File: src/rtl/wdg_pkg.sv
// Package: shared types and width helpers for the strobe watchdog.
// Assumes counter limits of at least 1.
package wdg_pkg;

    // Phase of the watchdog: timing the strobe, or driving the status pulse.
    typedef enum logic {
        WD_ARMED  = 1'b0,
        WD_FIRING = 1'b1
    } wd_phase_e;

    // Bits needed to count 0 .. n-1, never fewer than one.
    function automatic int cnt_width(input int n);
        return (n <= 2) ? 1 : $clog2(n);
    endfunction

endpackage

File: src/rtl/wdg_edge_detect.sv
// Edge detector: flags a high-to-low change of the synchronized strobe.
// Assumes strobe is already in the clk domain. The idle level after reset
// is high, matching a pulled-up line.
module wdg_edge_detect (
    input  logic clk,
    input  logic rst_n,
    input  logic strobe,
    output logic fall
);
    logic strobe_q;

    // Remember the strobe level from the previous edge.
    always_ff @(posedge clk) begin
        if (!rst_n) strobe_q <= 1'b1;
        else        strobe_q <= strobe;
    end

    assign fall = strobe_q & ~strobe;
endmodule

File: src/rtl/wdg_timeout_counter.sv
// Timeout counter: counts armed cycles and flags expiry after TIMEOUT_CYC.
// Assumes TIMEOUT_CYC >= 2. A kick takes priority over an expiry in the
// same cycle. The count is held at zero while hold or !run_en.
module wdg_timeout_counter #(
    parameter int TIMEOUT_CYC = 250_000_000
) (
    input  logic clk,
    input  logic rst_n,
    input  logic run_en,
    input  logic hold,
    input  logic kick,
    output logic expire
);
    localparam int            CW   = wdg_pkg::cnt_width(TIMEOUT_CYC);
    localparam logic [CW-1:0] LAST = CW'(TIMEOUT_CYC - 1);

    logic [CW-1:0] count_q;

    assign expire = run_en && !hold && !kick && (count_q == LAST);

    // Advance the count, or return it to zero on kick, hold, idle or expiry.
    always_ff @(posedge clk) begin
        if (!rst_n)                                  count_q <= '0;
        else if (!run_en || hold || kick || expire)  count_q <= '0;
        else                                         count_q <= count_q + 1'b1;
    end
endmodule

File: src/rtl/wdg_pulse_timer.sv
// Pulse timer: holds the firing phase for exactly PULSE_CYC cycles after a start.
// Assumes PULSE_CYC >= 1. Dropping run_en aborts the pulse at once.
module wdg_pulse_timer #(
    parameter int PULSE_CYC = 32_500_000
) (
    input  logic clk,
    input  logic rst_n,
    input  logic run_en,
    input  logic start,
    output logic active
);
    localparam int            PW   = wdg_pkg::cnt_width(PULSE_CYC);
    localparam logic [PW-1:0] LAST = PW'(PULSE_CYC - 1);

    wdg_pkg::wd_phase_e phase_q;
    logic [PW-1:0]      width_q;

    // Sequence the phase: enter on start, leave after PULSE_CYC cycles.
    always_ff @(posedge clk) begin
        if (!rst_n || !run_en) begin
            phase_q <= wdg_pkg::WD_ARMED;
            width_q <= '0;
        end else if (phase_q == wdg_pkg::WD_FIRING) begin
            if (width_q == LAST) begin
                phase_q <= wdg_pkg::WD_ARMED;
                width_q <= '0;
            end else begin
                width_q <= width_q + 1'b1;
            end
        end else if (start) begin
            phase_q <= wdg_pkg::WD_FIRING;
            width_q <= '0;
        end
    end

    assign active = (phase_q == wdg_pkg::WD_FIRING);
endmodule

File: src/rtl/wdg_strobe_supervisor.sv
// Top: software watchdog kicked by strobe falling edges.
// When no kick arrives within TIMEOUT_CYC cycles, it emits an active-low
// status pulse of PULSE_CYC cycles and then re-arms. It stays idle while
// run_en is low. Assumes strobe is synchronized to clk.
module wdg_strobe_supervisor #(
    parameter int TIMEOUT_CYC = 250_000_000,
    parameter int PULSE_CYC   = 32_500_000
) (
    input  logic clk,
    input  logic rst_n,
    input  logic run_en,
    input  logic strobe,
    output logic wd_status_n
);
    logic kick;
    logic expire;
    logic firing;

    wdg_edge_detect u_edge (
        .clk    (clk),
        .rst_n  (rst_n),
        .strobe (strobe),
        .fall   (kick)
    );

    wdg_timeout_counter #(.TIMEOUT_CYC(TIMEOUT_CYC)) u_timeout (
        .clk    (clk),
        .rst_n  (rst_n),
        .run_en (run_en),
        .hold   (firing),
        .kick   (kick),
        .expire (expire)
    );

    wdg_pulse_timer #(.PULSE_CYC(PULSE_CYC)) u_pulse (
        .clk    (clk),
        .rst_n  (rst_n),
        .run_en (run_en),
        .start  (expire),
        .active (firing)
    );

    // Status line is the inverted firing phase, straight from a register.
    assign wd_status_n = ~firing;
endmodule

File: config.mk
export PLATFORM = sky130hd
export DESIGN_NAME = wdg_strobe_supervisor
export DESIGN_NICKNAME = d
export VERILOG_FILES = /design/src/rtl/wdg_pkg.sv /design/src/rtl/wdg_edge_detect.sv /design/src/rtl/wdg_timeout_counter.sv /design/src/rtl/wdg_pulse_timer.sv /design/src/rtl/wdg_strobe_supervisor.sv
export SDC_FILE = /design/constraint.sdc
export NUM_CORES = 1
export LEC_CHECK = 0
export CAP_MARGIN = 20
export CORE_MARGIN = 2
export CORE_UTILIZATION = 55
export CTS_CLUSTER_DIAMETER = 100
export DETAILED_ROUTE_END_ITERATION = 6
export PLACE_DENSITY = 0.74
export SLEW_MARGIN = 20
export SYNTH_ARGS = -nofsm -noshare
export SYNTH_HDL_FRONTEND = slang
export SYNTH_SLANG_ARGS = --single-unit
File: constraint.sdc
create_clock -name clk -period 1.9 [get_ports clk]
set_input_delay 0.285 -clock clk [delete_from_list [all_inputs] [get_ports clk]]
set_output_delay 0.285 -clock clk [all_outputs]
set_load 0.02 [all_outputs]
==> Word-level counts from Yosys, hierarchy flattened <==
Index checks and enable logic that the tools add are counted.
{ "classes": {"n_addsub": 2, "multipliers": 0, "div": 0, "magnitude_cmp": 0, "n_eq_ne": 2, "n_shift": 0, "muxes": 6, "bitwise": 4, "reduce_logical": 13} }
{ "op_table": {"columns": ["operator", "count"], "rows": [
  ["$mux 25", 3],
  ["$add 28x1->28 const B", 1],
  ["$eq 28x28->1 const B", 1],
  ["$add 25x1->25 const B", 1],
  ["$eq 25x25->1 const B", 1],
  ["$logic_not 1->1", 4],
  ["$logic_or 1x1->1", 4],
  ["$logic_and 1x1->1", 3],
  ["$mux 1", 3],
  ["$not 1->1", 3],
  ["$reduce_bool 2->1", 1],
  ["$reduce_or 2->1", 1],
  ["$and 1x1->1", 1]
]} }
{ "totals": {"register_bits": 55, "latch_bits": 0, "ram_bits": 0, "rom_bits": 0, "input_bits": 4, "word_cells": 31, "n_memories": 0} }

==> Depth between registers and ports, before layout <==
Gate-level depths: netlist of the first run.
{ "depth": {"depth_word": 7, "mapped_depth": 8, "depth_no_buf": 6} }

==> Cells and area by module <==
From an unflattened synthesis of the first run, not the netlist that was laid out.
{ "hier_totals": {"hier_cells": 338, "hier_area_um2": 2895.3} }
{ "by_module_without_submodules": {"columns": ["mod", "instances", "cells_each", "area_each_um2", "seq_area_each_um2"], "rows": [
  ["wdg_timeout_counter", 1, 167, 1442.6, 560.5],
  ["wdg_pulse_timer", 1, 167, 1416.4, 520.5],
  ["wdg_edge_detect", 1, 3, 32.5, 20.0],
  ["wdg_strobe_supervisor", 1, 1, 3.8, 0.0]
]} }

==> Worst setup path after synthesis of the first run <==
Ideal clock, no wire load.
{ "synth_timing": {"path_kind": "flip-flop to flip-flop", "start": "register u_pulse.width_q[0]", "end": "register u_pulse.width_q[10]", "setup_time_ns": 0.120, "t_arrival_ns": 1.825, "required_time_ns": 1.780, "path_slack_ns": -0.045, "stages_incl_launch_ff": 8, "period_less_slack_ns": 1.945, "path_cell_list": "dfxtp_1 ha_1 and4_1 nand3_1 o311a_4 buf_6 and3_1 a211o_1"} }
{ "synth_via": {"elab_chain_cells": 3} }
{ "synth_lines": {"columns": ["element", "line_no", "source"], "rows": [
  ["from (decl)", "wdg_pulse_timer.sv:16", "logic [PW-1:0] width_q;"],
  ["from (signal assigned)", "wdg_pulse_timer.sv:28", "width_q <= width_q + 1'b1;"],
  ["$add 25x1->25 / $eq 25x25->1 (equally long branches)", "wdg_pulse_timer.sv:28, wdg_pulse_timer.sv:24", null],
  ["$mux 25 (*)", "wdg_pulse_timer.sv:24", "if (width_q == LAST) begin"],
  ["$mux 25 (*)", "wdg_pulse_timer.sv:23", "end else if (phase_q == wdg_pkg::WD_FIRING) begin"]
]} }
Mark *: on every way between the ends. The rest lies on a longest branch, timed or not.
A chain may end at the register's enable or synchronous reset.

==> Final worst setup path of the first run <==
{ "layout_timing": {"start": "register u_pulse.width_q[9]", "end": "register u_pulse.width_q[23]"} }
The elaborated chain is that of the path after synthesis.

==> impl_metrics.yaml, run 1 <==
synthesis:
  syn_area_um2: 2733
  netlist_top_cells_count: "dfxtp_1 (55), nor2_1 (37), nand3_1 (24)"
  yosysUniqueCellTypes: 48
  async_flop_share_pct: 0
  synth_cells: 313
  ys_seq_area_share_pct: 40.29
  synth_area_leaders: "dfxtp_1 (40%), xor2_1 (6.4%), nor2_1 (5.1%), nand4_1 (4.6%), nand3_1 (4.4%)"
  ys_warn_count: 0
  syn_avg_cell_area_um2: 8.730
  synth_area_leader_cell: "dfxtp_1"
  synth-seq-cells: 55
  yosysMostFrequentCell: "dfxtp_1"
  synth_edf_count: 0
  ys.flop_type: "dfxtp_1"
  synth_top_area_share_pct: 40.29
  synth_nets: 319
cts:
  ctsHtreeMaxLevel: 2
  cts_buffers: 5
  clockBufferDepth: 2
  clk_pin_slew_ps: 100
  cts-hold-fix-buffers: 0
  cts_root_buffer: "clkbuf_8"
  clk_latency_ps: 310
  cts.sinks: 55
  tritoncts: "yes"
route:
  dr_total_vias: 2727
  avgViaCountPerCell: 5.852
  drt-total-wl_um: 7622
  route.detailed.drc: 0
  dr.pass1.iters: 4
  ant_nets: 0
  drt_iter0_markers: 179
  wl_per_cell_um: 16.36
pwr:
  power_frac_clock_pct: 42.8
  switching_share_pct: 19.90
  p_int_mw: 1.710
  power_mw: 2.135
  p_sw_mw: 0.4249
  p_leak_nw: 1.608
  powerDensity_nw_per_um2: 562.8
  p_seq_share_pct: 54.1
  combPwrFrac_pct: 3.1
  vdd_drop_max_uv: 598.6
global_route:
  grt_overflow_total: 0
  grt_pass1_vias: 2706
  grt_start_max_net_pins: 29
  grt_use_total_pct: 26.54
  antenna_found_initial: 0
  grt_pass1_wl_um: 11380
placed_design:
  gp_congestion: 0.8815
  io_buffer_count: 4
  dpl.hpwl_um: 4673
timing:
  worst_slack_ps: -49.87
  timing.hold.ws_ps: 496.3
  drv_slew: 0
  tns_ps: -303.3
  finClkSkew_ps: 5.852
  setup_violations: 11
  slew_headroom_pct: 68.68
  tightest_slew_ps: 466.2
  rsz0062_at_grt: "yes"
  fin_crit_ps: 1950
  finalHoldViolations: 0
  fmax_mhz: 512.9
  finalCritPeriodShare_pct: 102.6
floorplan:
  dieArea_um2: 5548
  die_h_um: 74.49
  io_pins: 5
  rows: 25
  coreArea_um2: 4755
  die_w_um: 74.49
  initial_core_util_pct: 57.47
setup_path:
  crit_chain: "nor4_4 > nand3_2 > buf_6 > o311ai_4 > clkbuf_16 > nor3_1 > a211o_1"
  endpoint_kind: "register"
  critPathArrivalTime_ps: 2160
  cp.required_ps: 2110
  cp_max_fo: 7
  path_buf_inv: 2
  crit_family: "compound AO/OA/AOI/OAI gates"
  critPathLaunchType: "register"
  critical-path-slowest-cell: "dfxtp_4"
  slowest_delay_ps: 360
  crit_type: "reg -> reg"
layout:
  postLayoutCoreUtil_pct: 79.79
  n_antenna_cell: 0
  regArea_um2: 1112
  drive_above_1_share_pct: 30.58
  nets: 404
  fill_cells: 315
  area_delta_synth_final_pct: 38.83
  multi_input_area_um2: 1673
outcome:
  status: "finished, violations left"
  violations: "setup timing"
min_path:
  hp-class: "in -> reg"
flow_run:
  max_cap_violations: 0
final cells by class:
type / count / area share (%)
clock inverters: 2 / 1.583
flip-flops and latches: 55 / 29.32
well taps: 67 / 2.210
multi-input cells: 240 / 44.10
inverters: 8 / 0.7916
clock buffers: 6 / 1.913
repair buffers: 88 / 20.09
sequential cells by signal (all words and copies together), names as in the netlist:
register,cells
u_pulse.width_q,25
u_pulse.active,1
u_timeout.count_q,28
u_edge.strobe_q,1
final timing paths:
path                        from  slack [ps]                   to  depth (start not counted)
min reg2reg  u_pulse.width_q[24]         530  u_pulse.width_q[24]                          1
max reg2reg   u_pulse.width_q[9]         -50  u_pulse.width_q[23]                          7
min                        rst_n         500      u_edge.strobe_q                          2
max           u_pulse.width_q[9]         -50  u_pulse.width_q[23]                          7
cell usage in the layout, fill, tap and decap left out, types with 3 or more instances in the layout:
master,count
buf_4,74
nand2_1,21
o21ai_0,4
a211o_1,10
nand3_1,23
nor4_4,4
clkdlybuf4s50_1,4
nor2_1,36
a31oi_1,5
and3_4,3
dfxtp_2,6
nor4_1,4
buf_6,5
nor3_1,15
clkbuf_8,5
and4_1,3
buf_12,3
dfxtp_1,48
and3_1,14
nand4_1,20
xor2_1,20
xnor2_1,9
o22ai_1,4
a22o_1,4
a21oi_1,3
inv_1,8
cell families (layout without fill, tap and decap cells):
| logic type | count (synthesis) | count (layout) | synth area share [%] |
|---|---|---|---|
| AOI/OAI and AO/OA | 40 | 40 | 12.09 |
| xor gates and xnor gates | 29 | 29 | 9.295 |
| adders and majority gates | 2 | 2 | 0.9156 |
| buffers and inverters | 18 | 104 | 3.113 |
| DFF | 55 | 55 | 40.29 |
| muxes | 1 | 1 | 0.3663 |
| and+or+nand+nor | 168 | 168 | 33.93 |
power groups by stage:
stage | sequential, mW | clock [mW] | combinational, mW
floorplan | 1.18 | 0 | 0.0246
global placement | 1.18 | 0 | 0.0498
detailed placement | 1.18 | 0 | 0.0510
CTS | 1.16 | 0.915 | 0.0521
global route | 1.16 | 0.954 | 0.0693
finish | 1.16 | 0.914 | 0.0655
worst reg2reg max path: cells and delay by family (launching register included):
family | cells | cell delay [ps]
simple gates | 3 | 530
flops | 1 | 360
buf+inv | 2 | 390
compound gates | 2 | 570
timing repair:
action,in CTS,in global routing
resized for setup,7,26
pin swaps,2,15
setup buffers,7,7
gates cloned,0,3
endpoints found under the hold margin,0,0
setup endpoints to repair,16,52
metrics by stage:
step	area (µm²)	setup WS, ps	std cells
final	3794	-49.87	466
after global routing	3794	-78.89	466
after CTS	3576	0.4927	457
after detailed placement	3346	-345.5	442
after global placement	3346	-264.8	442
after floorplan	2741	0.9606	313
layer usage:
layer	vias to the layer above	share of wire, %	global-route usage (%)
li1	1330	-	-
met1	1306	40	27.98
met2	70	55	49.75
met3	21	2.7	4.201
met4	0	2.8	14.68
met5	-	0	0
Note: power is estimated with default switching activity, not from simulation.
==> run 2, diff against run 1 <==
--- a/config.mk
+++ b/config.mk
@@ -10,6 +10,7 @@
 export CORE_UTILIZATION = 55
 export CTS_CLUSTER_DIAMETER = 100
 export DETAILED_ROUTE_END_ITERATION = 6
+export MAX_ROUTING_LAYER = met4
 export PLACE_DENSITY = 0.74
 export SLEW_MARGIN = 20
 export SYNTH_ARGS = -nofsm -noshare
==> run 2 against run 1 <==
Effect of this change:
- the flow still finishes with violations (setup timing)
- register-to-register slack about the same
- flip-flop and latch count unchanged
- critical path depth unchanged
- largest power group unchanged
- highest routed layer unchanged
==> impl_metrics.yaml, run 2 (synthesis results as in run 1) <==
floorplan:
  die_h_um: 74.49
  io_pins: 5
  initial_core_util_pct: 57.47
  coreArea_um2: 4755
  rows: 25
  die_w_um: 74.49
  dieArea_um2: 5548
setup_path:
  critPathLaunchType: "register"
  endpoint_kind: "register"
  critPathArrivalTime_ps: 2150
  rr_startpoint: "u_pulse.width_q[9]"
  crit_chain: "nor4_4 > nand3_2 > buf_6 > o311ai_4 > clkbuf_16 > nor3_2 > a211o_1"
  crit_family: "compound AO/OA/AOI/OAI gates"
  cp_max_fo: 7
  crit_type: "reg -> reg"
  startpoint: "u_pulse.width_q[9]"
  r2r_setup_slack_ps: -50
  critical-path-slowest-cell: "dfxtp_4"
  slowest_delay_ps: 360
  path_buf_inv: 2
  cp.required_ps: 2100
layout:
  final_cell_mix: "buf_4 (75), dfxtp_1 (48), nor2_1 (36)"
  regArea_um2: 1112
  drive_above_1_share_pct: 31.25
  n_antenna_cell: 0
  area_delta_synth_final_pct: 39.74
  fill_cells: 321
  layout_commonest_cell: "buf_4"
  largest_reg_flops: 28
  fin_cells: 467
  largestRegisters: "u_timeout.count_q x28, u_pulse.width_q x25"
  multi_input_area_um2: 1690
  nets: 405
  regMostFlops: "u_timeout.count_q"
timing:
  finClkSkew_ps: 3.069
  fmax_mhz: 512.6
  drv_slew: 0
  rsz0062_at_grt: "yes"
  slew_headroom_pct: 71.39
  finalCritPeriodShare_pct: 102.7
  fin_crit_ps: 1951
  worst_slack_ps: -50.99
  timing.hold.ws_ps: 502.7
  setup_violations: 10
  finalHoldViolations: 0
  tightest_slew_ps: 425.8
cts:
  clockBufferDepth: 2
  tritoncts: "yes"
  cts_buffers: 5
  ctsHtreeMaxLevel: 2
  clk_pin_slew_ps: 100
  clk_latency_ps: 310
  cts_root_buffer: "clkbuf_8"
  cts.sinks: 55
pwr:
  powerDensity_nw_per_um2: 559.4
  p_leak_nw: 1.620
  vdd_drop_max_uv: 593.2
  power_mw: 2.136
route:
  drt_iter0_markers: 208
  dr.pass1.iters: 5
  avgViaCountPerCell: 5.942
  drt-total-wl_um: 7846
  dr_total_vias: 2775
  wl_per_cell_um: 16.80
  ant_nets: 0
  route.detailed.drc: 0
min_path:
  holdCritStartpoint: "rst_n"
  hp-class: "in -> reg"
outcome:
  status: "finished, violations left"
  violations: "setup timing"
placed_design:
  dpl.hpwl_um: 4673
  dp_cells: 442
  io_buffer_count: 4
  gp_congestion: 0.8962
global_route:
  grt_use_total_pct: 27.28
  grt_start_max_net_pins: 29
  antenna_found_initial: 0
  grt_pass1_vias: 2715
  grt_pass1_wl_um: 11370
  grt_overflow_total: 0
flow_run:
  max_cap_violations: 0
run 2: cell count changes in the layout (fill, tap and decap cells not counted), sizes merged:
cell	before	now
buf	82	83
run 2: final cells by class:
type	count	share of cell area (%)
inverter	8	0.7864
clock inverter	2	1.573
clock buffer	6	1.900
timing repair buffer	89	20.15
tap	67	2.195
sequential	55	29.13
multi-input combinational	240	44.27
run 2: per-layer routing:
layer  GRT usage (%)  part of all wire, %
met1           27.81                   39
met2           49.66                   55
met3           4.201                  3.0
met4           14.68                  3.1
met5               -                    0
run 2: path summary, 6_finish.rpt:
kind | end | cells after the start
worst min register to register | u_pulse.width_q[24] | 1
worst min-delay path | u_edge.strobe_q | 2
worst max register to register | u_pulse.width_q[23] | 7
worst max-delay path | u_pulse.width_q[23] | 7
run 2: what timing repair did:
item | 4_1_cts | 5_1_grt
pin swaps | 2 | 17
setup endpoints to repair | 16 | 52
gates resized for setup | 7 | 29
cloned | 0 | 3
buffers inserted | 7 | 8
hold buffers | 0 | 0
run 2: power by group:
part | leakage [nW] | switching, mW | internal (mW)
combinational | 1.11 | 0.0356 | 0.0303
sequential | 0.447 | 0.00227 | 1.15
clock | 0.0654 | 0.388 | 0.527
total | 1.62 | 0.426 | 1.71
run 2: worst reg2reg max path: cells and delay by family (launching register included):
| kind | cells | cell delay (ps) |
|---|---|---|
| compound gates | 2 | 570 |
| simple gates | 3 | 520 |
| flops | 1 | 360 |
| buf+inv | 2 | 390 |
run 2: per-stage QoR:
step                      setup TNS, ps  setup slack [ps]  area, µm²  util [%]
after floorplan                       0            0.9606       2741         -
after global placement            -2488            -264.8       3346     70.37
after detailed placement          -3803            -345.5       3346     70.37
after CTS                             0            0.4927       3576     75.21
after global routing              -1288            -92.70       3819     80.32
final                            -228.1            -50.99       3819     80.32
